**config.mk**
```make
export PLATFORM = sky130hd
export DESIGN_NAME = cfg_csum_verifier
export DESIGN_NICKNAME = d
export VERILOG_FILES = /design/src/rtl/cfg_csum_pkg.sv /design/src/rtl/csum_rst_sync.sv /design/src/rtl/csum_seq.sv /design/src/rtl/csum_accum.sv /design/src/rtl/csum_wr_port.sv /design/src/rtl/cfg_csum_verifier.sv
export SDC_FILE = /design/constraint.sdc
export NUM_CORES = 1
export LEC_CHECK = 0
export ABC_AREA = 1
export ABC_CLOCK_PERIOD_IN_PS = 2900
export BUFFER_PORTS_ARGS = -buffer_cell sky130_fd_sc_hd__buf_2
export CELL_PAD_IN_SITES_DETAIL_PLACEMENT = 1
export CELL_PAD_IN_SITES_GLOBAL_PLACEMENT = 2
export CORE_UTILIZATION = 33
export CTS_CLUSTER_DIAMETER = 30
export DETAILED_ROUTE_END_ITERATION = 16
export GPL_TIMING_DRIVEN = 1
export HOLD_SLACK_MARGIN = 0.12
export PLACE_DENSITY_LB_ADDON = 0.1
export SYNTH_ARGS = -nofsm -noshare
export SYNTH_HDL_FRONTEND = slang
export SYNTH_SLANG_ARGS = --single-unit
```
**constraint.sdc**
```tcl
create_clock -name clk -period 2.9 [get_ports clk]
set_input_delay 0.58 -clock clk [delete_from_list [all_inputs] [get_ports clk]]
set_output_delay 0.58 -clock clk [all_outputs]
set_load 0.02 [all_outputs]
```
**src/rtl/cfg_csum_pkg.sv**
```systemverilog
package cfg_csum_pkg;

  localparam logic [7:0] CSUM_SEED = 8'h55;

  typedef enum logic {
    PH_IDLE = 1'b0,
    PH_READ = 1'b1
  } phase_e;

  typedef enum logic {
    OP_TEST = 1'b0,
    OP_LOAD = 1'b1
  } op_e;

  // Modulo-256 sum of the two bytes of one word.
  function automatic logic [7:0] fold_word(input logic [15:0] w);
    return 8'(w[15:8] + w[7:0]);
  endfunction

endpackage

```
**src/rtl/csum_rst_sync.sv**
```systemverilog
module csum_rst_sync #(
  parameter int STAGES = 2
) (
  input  logic clk,
  input  logic rst_n,
  output logic rst_sync_n
);

  logic [STAGES-1:0] sync_q;

  always_ff @(posedge clk or negedge rst_n) begin
    if (!rst_n) begin
      sync_q <= '0;
    end else begin
      sync_q <= {sync_q[STAGES-2:0], 1'b1};
    end
  end

  assign rst_sync_n = sync_q[STAGES-1];

endmodule

```
**src/rtl/csum_seq.sv**
```systemverilog
module csum_seq
  import cfg_csum_pkg::*;
#(
  parameter int N_DATA = 4,
  parameter int ADDR_W = 8
) (
  input  logic              clk,
  input  logic              rst_n,
  input  logic              load_start,
  input  logic              test_start,
  input  logic              rd_valid,
  output logic              rd_req,
  output logic [ADDR_W-1:0] rd_addr,
  output logic              accept,
  output logic              at_csum,
  output logic              op_start,
  output op_e               op_mode,
  output logic              load_busy,
  output logic              test_busy
);

  localparam int IDX_W = $clog2(N_DATA + 1);
  localparam logic [IDX_W-1:0] LAST_IDX = IDX_W'(N_DATA);

  phase_e          phase_q, phase_d;
  op_e             mode_q, mode_d;
  logic [IDX_W-1:0] idx_q, idx_d;
  logic            idx_en, mode_en;

  // Next-state logic
  always_comb begin
    phase_d  = phase_q;
    mode_d   = mode_q;
    idx_d    = idx_q;
    idx_en   = 1'b0;
    mode_en  = 1'b0;
    op_start = 1'b0;
    unique case (phase_q)
      PH_IDLE: begin
        if (load_start || test_start) begin
          op_start = 1'b1;
          phase_d  = PH_READ;
          mode_d   = load_start ? OP_LOAD : OP_TEST;
          mode_en  = 1'b1;
          idx_d    = '0;
          idx_en   = 1'b1;
        end
      end
      PH_READ: begin
        if (rd_valid) begin
          if (idx_q == LAST_IDX) begin
            phase_d = PH_IDLE;
          end else begin
            idx_d  = idx_q + 1'b1;
            idx_en = 1'b1;
          end
        end
      end
      default: phase_d = PH_IDLE;
    endcase
  end

  // State registers with explicit enables
  always_ff @(posedge clk or negedge rst_n) begin
    if (!rst_n) begin
      phase_q <= PH_IDLE;
    end else begin
      phase_q <= phase_d;
    end
  end

  always_ff @(posedge clk or negedge rst_n) begin
    if (!rst_n) begin
      mode_q <= OP_TEST;
    end else if (mode_en) begin
      mode_q <= mode_d;
    end
  end

  always_ff @(posedge clk or negedge rst_n) begin
    if (!rst_n) begin
      idx_q <= '0;
    end else if (idx_en) begin
      idx_q <= idx_d;
    end
  end

  assign rd_req    = (phase_q == PH_READ);
  assign rd_addr   = ADDR_W'(idx_q);
  assign accept    = rd_req && rd_valid;
  assign at_csum   = (idx_q == LAST_IDX);
  assign op_mode   = mode_q;
  assign load_busy = rd_req && (mode_q == OP_LOAD);
  assign test_busy = rd_req && (mode_q == OP_TEST);

endmodule

```
**src/rtl/csum_accum.sv**
```systemverilog
module csum_accum
  import cfg_csum_pkg::*;
(
  input  logic        clk,
  input  logic        rst_n,
  input  logic        op_start,
  input  logic        accept,
  input  logic        at_csum,
  input  logic [15:0] rd_data,
  output logic        fail_flag
);

  logic [7:0] sum_q, sum_d;
  logic       sum_en;
  logic       fail_q, fail_d;
  logic       fail_en;
  logic       verdict_bad;

  // Good image: low byte equals the seed and hi + sum + seed wraps to zero.
  assign verdict_bad = (rd_data[7:0] != CSUM_SEED) ||
                       (8'(rd_data[15:8] + sum_q + CSUM_SEED) != 8'h00);

  always_comb begin
    sum_d   = sum_q;
    sum_en  = 1'b0;
    fail_d  = fail_q;
    fail_en = 1'b0;
    if (op_start) begin
      sum_d   = '0;
      sum_en  = 1'b1;
      fail_d  = 1'b0;
      fail_en = 1'b1;
    end else if (accept) begin
      if (at_csum) begin
        fail_d  = verdict_bad;
        fail_en = 1'b1;
      end else begin
        sum_d  = 8'(sum_q + fold_word(rd_data));
        sum_en = 1'b1;
      end
    end
  end

  always_ff @(posedge clk or negedge rst_n) begin
    if (!rst_n) begin
      sum_q <= '0;
    end else if (sum_en) begin
      sum_q <= sum_d;
    end
  end

  always_ff @(posedge clk or negedge rst_n) begin
    if (!rst_n) begin
      fail_q <= 1'b0;
    end else if (fail_en) begin
      fail_q <= fail_d;
    end
  end

  assign fail_flag = fail_q;

endmodule

```
**src/rtl/csum_wr_port.sv**
```systemverilog
module csum_wr_port
  import cfg_csum_pkg::*;
#(
  parameter int ADDR_W = 8
) (
  input  logic              clk,
  input  logic              rst_n,
  input  logic              accept,
  input  logic              at_csum,
  input  op_e               op_mode,
  input  logic [ADDR_W-1:0] word_addr,
  input  logic [15:0]       word_data,
  output logic              cfg_we,
  output logic [ADDR_W-1:0] cfg_addr,
  output logic [15:0]       cfg_data
);

  logic wr_fire;

  assign wr_fire = accept && !at_csum && (op_mode == OP_LOAD);

  always_ff @(posedge clk or negedge rst_n) begin
    if (!rst_n) begin
      cfg_we <= 1'b0;
    end else begin
      cfg_we <= wr_fire;
    end
  end

  always_ff @(posedge clk or negedge rst_n) begin
    if (!rst_n) begin
      cfg_addr <= '0;
      cfg_data <= '0;
    end else if (wr_fire) begin
      cfg_addr <= word_addr;
      cfg_data <= word_data;
    end
  end

endmodule

```
**src/rtl/cfg_csum_verifier.sv**
```systemverilog
module cfg_csum_verifier
  import cfg_csum_pkg::*;
#(
  parameter int N_DATA = 4,
  parameter int ADDR_W = 8
) (
  input  logic              clk,
  input  logic              rst_n,
  input  logic              load_start,
  input  logic              test_start,
  input  logic [15:0]       rd_data,
  input  logic              rd_valid,
  output logic              rd_req,
  output logic [ADDR_W-1:0] rd_addr,
  output logic              cfg_we,
  output logic [ADDR_W-1:0] cfg_addr,
  output logic [15:0]       cfg_data,
  output logic              load_busy,
  output logic              test_busy,
  output logic              fail_flag
);

  logic rst_sync_n;
  logic accept;
  logic at_csum;
  logic op_start;
  op_e  op_mode;

  csum_rst_sync #(.STAGES(2)) u_rst_sync (
    .clk        (clk),
    .rst_n      (rst_n),
    .rst_sync_n (rst_sync_n)
  );

  csum_seq #(.N_DATA(N_DATA), .ADDR_W(ADDR_W)) u_seq (
    .clk        (clk),
    .rst_n      (rst_sync_n),
    .load_start (load_start),
    .test_start (test_start),
    .rd_valid   (rd_valid),
    .rd_req     (rd_req),
    .rd_addr    (rd_addr),
    .accept     (accept),
    .at_csum    (at_csum),
    .op_start   (op_start),
    .op_mode    (op_mode),
    .load_busy  (load_busy),
    .test_busy  (test_busy)
  );

  csum_accum u_accum (
    .clk       (clk),
    .rst_n     (rst_sync_n),
    .op_start  (op_start),
    .accept    (accept),
    .at_csum   (at_csum),
    .rd_data   (rd_data),
    .fail_flag (fail_flag)
  );

  csum_wr_port #(.ADDR_W(ADDR_W)) u_wr (
    .clk       (clk),
    .rst_n     (rst_sync_n),
    .accept    (accept),
    .at_csum   (at_csum),
    .op_mode   (op_mode),
    .word_addr (rd_addr),
    .word_data (rd_data),
    .cfg_we    (cfg_we),
    .cfg_addr  (cfg_addr),
    .cfg_data  (cfg_data)
  );

endmodule

```
==> impl_metrics.ini, run 1 <==
[power_and_ir_drop]
p_leak_nw = 1.616
power_density_nw_per_um2 = 1119
ir_drop_v = 0.0003742

[placed_design]
dp_cells = 434
dpl.hpwl_mm = 4.707
gp_congestion = 0.7462
port-buffer-count = 47

[routing]
antenna_left = 0
dr.pass1.iters = 4
wire_per_inst_um = 12.84
drt_iter0_markers = 27
drt-total-wl_mm = 5.689
drc_errors = 0
vias_per_cell = 4.420
vias = 1958

[floorplanning]
io_pins = 58
fp.dieH_um = 87.61
initial_core_util_pct = 34.83
die_area_um2 = 7676
coreArea_um2 = 6944
num_rows = 30
die_x_um = 87.61

[cts]
cts_tree = built
clock-root-buffer = clkbuf_8
clock_sink_count = 36
h-tree-depth = 2
clk_latency_ps = 290
clockBufferDepth = 2
cts_resized = 0
numCtsBuffers = 5
path_clk_slew_ps = 70

[cells_and_area]
final_cell_mix = nand2_1, inv_1, buf_2
final_common_cell = nand2_1
fillCellCount = 873
diodes = 0
syn2layout_area_growth_pct = 16.19
finalNetCount = 397
stdcell_count = 443
drive_above_1_share_pct = 20.46

[yosys]
ys_seq_elements = 36
synth_area_um2 = 2419
synth_warnings = 0
seq_area_frac_synth_pct = 37.25
yosysUniqueCellTypes = 30
avgSynthCellArea_um2 = 8.226
synth_cells = 294

[run_status]
status = finished clean

[job]
drv_cap = 0

[sta]
hold_viol = 0
timing.fmax_mhz = 449.5
slew_violations = 0
rsz0062_at_grt = no
finalSetupViolCount = 0
skew_ps = 5.382
fin_worst_hold_slack_ps = 285.4
tns_ps = 0
fin_crit_ps = 2225
fin_crit_sh_pct = 76.71

[grt]
antenna_found_initial = 0
grt_max_degree = 35
grt_use_total_pct = 16.62
grt_pass1_wl_mm = 9.542
globalRouteOverflowTotal = 0
grt_pass1_vias = 1930

[critical_path]
ff2ff_path_depth = 9
critPathKind = input port to flip-flop
cp_max_fo = 3
cp-start-kind = input port
crit_required_ps = 3110
worstPathArrival_ps = 2440
worst_setup_path_end_kind = flip-flop

[worst_hold_path]
holdCritPathClass = flip-flop to async pin
layer usage:
layer	part of all wire, %	global-route usage [%]	vias to the layer above
met5	0	0	-
met3	2.8	2.639	5
met2	44	25.71	37
met1	52	24.01	923
met4	1.3	4.918	0
li1	-	-	993
stage by stage:
| stage | power (W) | setup WS, ps | util [%] | cell area, um^2 |
|---|---|---|---|---|
| floorplan | 0.002304 | 649.1 | - | 2452 |
| global placement | 0.002803 | 377.7 | 39.06 | 2713 |
| detailed placement | 0.002837 | 335.9 | 39.06 | 2713 |
| CTS | 0.003213 | 656.7 | 40.47 | 2810 |
| global route | 0.003504 | 507.9 | 40.47 | 2810 |
| finish | 0.003144 | 675.3 | 40.47 | 2810 |
cell type report:
class	instances	area, um^2	share of cell area [%]
clock buffers	5	68.82	2.449
repair buffers	49	252.7	8.994
well taps	96	120.1	4.274
flip-flops and latches	36	900.9	32.06
clock inverters	3	18.77	0.6679
multi-input cells	200	1242	44.21
inverters	54	206.4	7.346
worst max-delay path: stages:
cell	delay, ps
buf_2	130
fa_1	550
ha_1	190
inv_1	60
fa_1	420
inv_1	80
nand4_1	90
nand3_1	110
o21ai_0	110
o22ai_1	120
power by group:
group / total (W) / leakage [nW] / internal, W / switching, W
sequential: 0.000872 / 0.443 / 0.000728 / 0.000144
combinational: 0.00191 / 1.13 / 0.000702 / 0.00121
clock: 0.000357 / 0.0479 / 0.000167 / 0.000190
registers in the layout, indices dropped and copies added (netlist names):
signal	flops
u_accum.fail_flag	1
u_accum.sum_q	8
u_rst_sync.sync_q	2
u_seq.idx_q	3
u_seq.op_mode	1
u_seq.rd_req	1
u_wr.cfg_addr	3
u_wr.cfg_data	16
u_wr.cfg_we	1
worst paths after layout:
kind,to,start,slack (ps)
max,u_accum.sum_q[7],rd_data[1],680
min,u_wr.cfg_data[7],u_rst_sync.sync_q[1],290
max reg2reg,u_accum.sum_q[7],u_accum.sum_q[1],720
min reg2reg,u_wr.cfg_data[7],u_rst_sync.sync_q[1],290
max in group asynchronous,u_rst_sync.sync_q[0],rst_n,2210
min in group clk,u_rst_sync.sync_q[1],u_rst_sync.sync_q[0],360
kinds of logic after synthesis:
family                     Yosys count  synth area share [%]
AOI/OAI and AO/OA                   34                 8.950
xor gates and xnor gates             6                 2.173
adders and majority gates           30                 18.31
buffers and inverters               67                 12.78
DFF                                 36                 37.25
other                                2                0.3105
and+or+nand+nor                    119                 20.23
synthesized netlist by cell type (all sizes together):
library cell | count | area (um^2)
xnor2 | 1 | 8.760
ha | 21 | 262.8
dfrtp | 36 | 900.9
fa | 9 | 180.2
xor2 | 5 | 43.79
and2 | 1 | 6.260
conb | 2 | 7.510
nor3 | 1 | 5.000
nand2 | 89 | 341.6
a31oi | 2 | 12.51
o21bai | 2 | 15.01
nor2 | 13 | 53.80
o22ai | 4 | 25.02
clkinv | 1 | 5.000
buf | 13 | 102.6
a21oi | 6 | 30.03
nand4 | 2 | 12.51
inv | 53 | 201.4
nand3 | 13 | 70.07
a22o | 1 | 8.760
o21ai | 19 | 125.1
what timing repair did:
| action | in CTS | in global routing |
|---|---|---|
| setup buffers | 0 | 0 |
| hold buffers | 1 | 0 |
| endpoints found under the hold margin | 2 | 0 |
No activity file was read; power rests on OpenSTA's default activity.
==> inputs of run 2 (changes only) <==
ABC_AREA = 0   (was 1)
ABC_CLOCK_PERIOD_IN_PS = 1900   (was 2900)
CORE_UTILIZATION = 30   (was 33)
clock period = 1.9 ns   (was 2.9 ns; I/O delays follow)
==> run 2 against run 1 <==
Against the previous run:
- the flow now finishes with violations (setup timing)
- clock skew is essentially flat
- first-iteration DRC count is 22% lower
- sequential power up 58%
- cell area increased by 6.5%
- synthesized cell count is 27% lower
- cell count fell by 11%
- worst hold slack got worse by 2.4 ps
- synthesized area fell by 5.6%
- power rose by 72%
- global-route usage fell by 1.2 points
- non-clock buffer count rose by 29
- critical endpoint is now u_accum.sum_q[6]
- largest cell class unchanged
- highest routed layer unchanged
==> impl_metrics.ini, run 2 <==
[routing]
antenna_left = 0
drc_errors = 0
vias_per_cell = 4.397
wire_per_inst_um = 13.98
dr.pass1.iters = 4
drt_iter0_markers = 21
vias = 1737
drt-total-wl_mm = 5.523

[run_status]
failed_checks = setup timing
status = finished with violations

[placed_design]
gp_congestion = 0.7346
dp_slack_ps = -515.4
dpl.hpwl_mm = 4.265
port-buffer-count = 47

[critical_path]
slowest_stage = or4b_1
cp_max_fo = 3
crit_required_ps = 2130
crit_chain = fa_1, ha_1, a21o_1, a21o_1, a21oi_2, or4b_1, nand3_1
path_buf_inv = 0
critPathMostFrequentCell = a21o_1
critPathTopFamily = adder cells
cp-start-kind = flip-flop
worstPathArrival_ps = 2460
critPathKind = flip-flop to flip-flop
cp_slowest_stage_delay_ps = 520
worst_setup_path_end_kind = flip-flop

[power_and_ir_drop]
finalPower_w = 0.005411
power_density_nw_per_um2 = 1808
ir_drop_v = 0.0006084
p_leak_nw = 1.545

[floorplanning]
initial_core_util_pct = 31.31
coreArea_um2 = 7292
die_area_um2 = 7965
fp.dieH_um = 89.25
io_pins = 58
num_rows = 31
die_x_um = 89.25

[sta]
slew_violations = 0
worst_slack_ps = -328.2
hold_viol = 0
fin_crit_ps = 2228
finalSetupViolCount = 6
fin_crit_sh_pct = 117.3
rsz0062_at_grt = yes
skew_ps = 4.959
timing.fmax_mhz = 448.8

[yosys]
seq_area_frac_synth_pct = 39.45
synth_area_leader_cell = dfrtp_1
async_flop_share_pct = 100.0
synth_edf_count = 0
yosys-top-cells-count = dfrtp_1, inv_1, ha_1
synth_area_leaders = dfrtp_1, ha_1, fa_1, inv_1, o21ai_0
synth.top_cell.area_share_pct = 39.45
ys_seq_elements = 36
synth_area_um2 = 2283
synth_cells = 215
avgSynthCellArea_um2 = 10.62
synth_warnings = 0
synthFlopType = dfrtp_1
yosysUniqueCellTypes = 40
yosysMostFrequentCell = dfrtp_1

[cells_and_area]
syn2layout_area_growth_pct = 31.07
diodes = 0
max_flop_register = u_wr.cfg_data
multi_input_area_um2 = 1259
final_common_cell = buf_2
utilization_pct = 41.04
finalNetCount = 346
register_area_um2 = 900.9
reg.largest.list = u_wr.cfg_data x16, u_accum.sum_q x8
drive_above_1_share_pct = 37.50
fillCellCount = 886
final_cell_mix = buf_2, dfrtp_1, buf_4
largest_reg_flops = 16

[cts]
clk_latency_ps = 290
clockBufferDepth = 2
h-tree-depth = 2
clock_sink_count = 36
path_clk_slew_ps = 80
clock-root-buffer = clkbuf_8
cts_tree = built
numCtsBuffers = 5

[grt]
grt_use_total_pct = 15.39
grt_max_degree = 35
antenna_found_initial = 0
grt_pass1_wl_mm = 8.832
grt_pass1_vias = 1757
globalRouteOverflowTotal = 0

[worst_hold_path]
holdCritPathClass = flip-flop to async pin

[job]
drv_cap = 0
run 2: changes by cell type after synthesis, moves of 7 or more:
cell,previous run,this run
inv_1,51,28
nand2_1,88,18
o21ai_2,8,0
o21ai_0,10,18
mux2_2,0,7
nand3_1,12,3
run 2: cells by family (layout without fill, tap and decap cells):
kind of cell | Yosys count | after routing | share of synthesized area [%]
simple gates | 47 | 47 | 11.23
buf+inv | 42 | 114 | 9.753
compound gates | 37 | 37 | 9.645
flops | 36 | 36 | 39.45
fa+ha+maj | 30 | 30 | 19.40
mux | 12 | 12 | 6.740
xor+xnor | 9 | 9 | 3.452
other cells | 2 | 11 | 0.3289
run 2: final timing paths:
kind	slack, ps	startpoint	to	cells after the start
worst max-delay path	-330	u_accum.sum_q[2]	u_accum.sum_q[6]	7
worst min-delay path	280	u_rst_sync.sync_q[1]	u_wr.cfg_data[8]	1
worst max register to register	-330	u_accum.sum_q[2]	u_accum.sum_q[6]	7
worst min register to register	280	u_rst_sync.sync_q[1]	u_wr.cfg_data[8]	1
max in group asynchronous	1290	u_rst_sync.sync_q[1]	u_seq.op_mode	1
min in group clk	360	u_rst_sync.sync_q[0]	u_rst_sync.sync_q[1]	0
run 2: per-stage QoR:
stage	setup TNS [ps]	instances	hold slack, ps	instance area (um^2)
after global placement	-2189	382	164.7	2774
after global routing	-2151	395	348.2	2993
after floorplan	-648.3	224	84.41	2337
after CTS	-1485	393	311.9	2953
final	-1512	395	282.9	2993
after detailed placement	-2275	382	167.7	2774
run 2: metal layers:
layer	vias to the layer above	routed length (um)	track usage (%)
li1	856	-	-
met1	845	2653	20.84
met2	30	2667	24.84
met3	6	124	3.047
met4	0	77	4.762
met5	-	0	0
run 2: cell type report:
type / count / area share (%)
Clock buffer: 7 / 3.219
Clock inverter: 1 / 1.003
Inverter: 28 / 3.512
Multi-Input combinational cell: 146 / 42.06
Sequential cell: 36 / 30.10
Tap cell: 99 / 4.139
Timing Repair Buffer: 78 / 15.97
run 2: power breakdown:
group	internal, W	switching [W]
Combinational	0.00158	0.00171
Clock	0.000463	0.000283
Sequential	0.00113	0.000249
run 2: timing repair:
| action | CTS | global route |
|---|---|---|
| pin swaps | 9 | 9 |
| hold endpoints to repair | 2 | 0 |
| hold buffers | 1 | 0 |
| gates resized for setup | 7 | 5 |
| buffers inserted | 2 | 2 |
| gates cloned | 0 | 0 |
| endpoints found under the setup margin | 6 | 7 |
run 2: worst register-to-register path, delay by kind of cell (launching register included):
family	cells	cell delay, ps
AO/OA/AOI/OAI	3	370
adder cells (fa/ha/maj)	2	780
AND/OR/NAND/NOR	2	600
flip-flops	1	420
==> inputs of run 3 (changes only) <==
CORE_MARGIN = 5   (was not set)
==> run 3 against run 2 <==
Against the previous run:
- the flow still finishes with violations (setup timing)
- clock skew up 3.3 ps
- clock power decreased by 29%
- utilization down 0.92 points
- critical path depth grew 2
- highest routed layer unchanged
- clock-buffer cell count is 1 lower
- fmax is 0.63% lower
- non-clock buffer count grew 1
- sequential share of layout area up 0.52 points
==> impl_metrics.ini, run 3 (synthesis gave the netlist of run 2 again) <==
[cells_and_area]
reg.largest.list = u_wr.cfg_data x16, u_accum.sum_q x8
final_area_um2 = 2942
diodes = 0
syn2layout_area_growth_pct = 28.82
finalNetCount = 347
final_cell_mix = buf_2, dfrtp_1, buf_4
fillCellCount = 855
utilization_pct = 40.13
max_flop_register = u_wr.cfg_data
largest_reg_flops = 16
drive_above_1_share_pct = 37.16
final_common_cell = buf_2

[critical_path]
cp_max_fo = 2
worstPathArrival_ps = 2420
cp-start-kind = flip-flop
worst_setup_path_end_kind = flip-flop
critPathKind = flip-flop to flip-flop
crit_required_ps = 2070

[sta]
rsz0062_at_grt = yes
worst_slack_ps = -342.3
fin_crit_sh_pct = 118.0
finalSetupViolCount = 6
skew_ps = 8.218
timing.fmax_mhz = 446.0
hold_viol = 0
slew_violations = 0
fin_crit_ps = 2242
fin_worst_hold_slack_ps = 294.3

[run_status]
failed_checks = setup timing
status = finished with violations

[placed_design]
gp_congestion = 0.7121
dpl.hpwl_mm = 4.630
port-buffer-count = 47
place_area_um2 = 2789
dp_slack_ps = -549.4

[cts]
clock_sink_count = 36
path_clk_slew_ps = 80
clock-root-buffer = clkbuf_8
clk_latency_ps = 290
clockBufferDepth = 2
numCtsBuffers = 5
h-tree-depth = 2
cts_tree = built

[worst_hold_path]
holdCritPathClass = flip-flop to async pin

[routing]
vias = 1733
dr.pass1.iters = 2
vias_per_cell = 4.387
drt_iter0_markers = 18
drt-total-wl_mm = 5.808
wire_per_inst_um = 14.70
drc_errors = 0
antenna_left = 0

[floorplanning]
die_area_um2 = 9457
die_x_um = 97.25
num_rows = 31
coreArea_um2 = 7331
io_pins = 58
fp.dieH_um = 97.25
initial_core_util_pct = 31.15

[grt]
globalRouteOverflowTotal = 0
grt_max_degree = 35
grt_pass1_wl_mm = 10.08
antenna_found_initial = 0
grt_pass1_vias = 1942
grt_use_total_pct = 13.44

[power_and_ir_drop]
power_density_nw_per_um2 = 1755
ir_drop_v = 0.0004908
p_leak_nw = 1.526

[job]
drv_cap = 0
## run 3: path summary, 6_finish.rpt
| path | end | slack [ps] | start | cells after the start |
|---|---|---|---|---|
| min in group clk | u_wr.cfg_data[15] | 340 | rd_data[15] | 2 |
| setup reg to reg | u_accum.sum_q[7] | -340 | u_accum.sum_q[1] | 9 |
| setup / recovery | u_accum.sum_q[7] | -340 | u_accum.sum_q[1] | 9 |
| hold / removal | u_wr.cfg_data[10] | 290 | u_rst_sync.sync_q[1] | 1 |
| hold reg to reg | u_wr.cfg_data[10] | 290 | u_rst_sync.sync_q[1] | 1 |
| max in group asynchronous | u_wr.cfg_addr[2] | 1270 | u_rst_sync.sync_q[1] | 1 |
## run 3: stage by stage
step / std cells / setup TNS [ps] / power [W]
2_1_floorplan: 224 / -648.3 / 0.003445
6_report: 395 / -1369 / 0.005162
4_1_cts: 394 / -1529 / 0.005230
3_5_place_dp: 384 / -2450 / 0.004502
5_1_grt: 395 / -1962 / 0.005682
3_3_place_gp: 384 / -2300 / 0.004432
## run 3: worst max-delay path, stage by stage, from the launching register on
cell and delay (ps):
dfrtp_1 400, fa_1 500, ha_2 210, inv_2 40, fa_2 330, nand2b_4 160
a21oi_4 150, o21a_1 130, nor3_1 50, nand3b_1 150
## run 3: final cells by class
| type | instances | area (um^2) | share of cell area, % |
|---|---|---|---|
| multi-input cells | 146 | 1249 | 42.45 |
| flip-flops and latches | 36 | 900.9 | 30.63 |
| repair buffers | 79 | 485.5 | 16.50 |
| well taps | 99 | 123.9 | 4.211 |
| inverters | 28 | 105.1 | 3.573 |
| clock buffers | 6 | 72.57 | 2.467 |
| clock inverters | 1 | 5.005 | 0.1701 |
## run 3: where the power goes
part           switching (W)  internal, W  leakage (nW)  total (W)
clock               0.000277     0.000250        0.0410   0.000527
combinational        0.00172      0.00155          1.05    0.00327
sequential          0.000240      0.00113         0.433    0.00137
## run 3: what timing repair did
action                     4_1_cts  5_1_grt
setup endpoints to repair        6        7
hold endpoints to repair         2        0
setup buffers                    3        2
pin swaps                        9        5
gates resized for setup          9        3
hold buffers                     1        0
## run 3: metal layers
metal  vias up  wire length, um  global-route usage, %
met5         -                0                      0
met4         0               82                  4.473
met3         5              179                  2.513
met2        37             2727                  21.18
met1       838             2818                  18.57
li1        853                -                      -
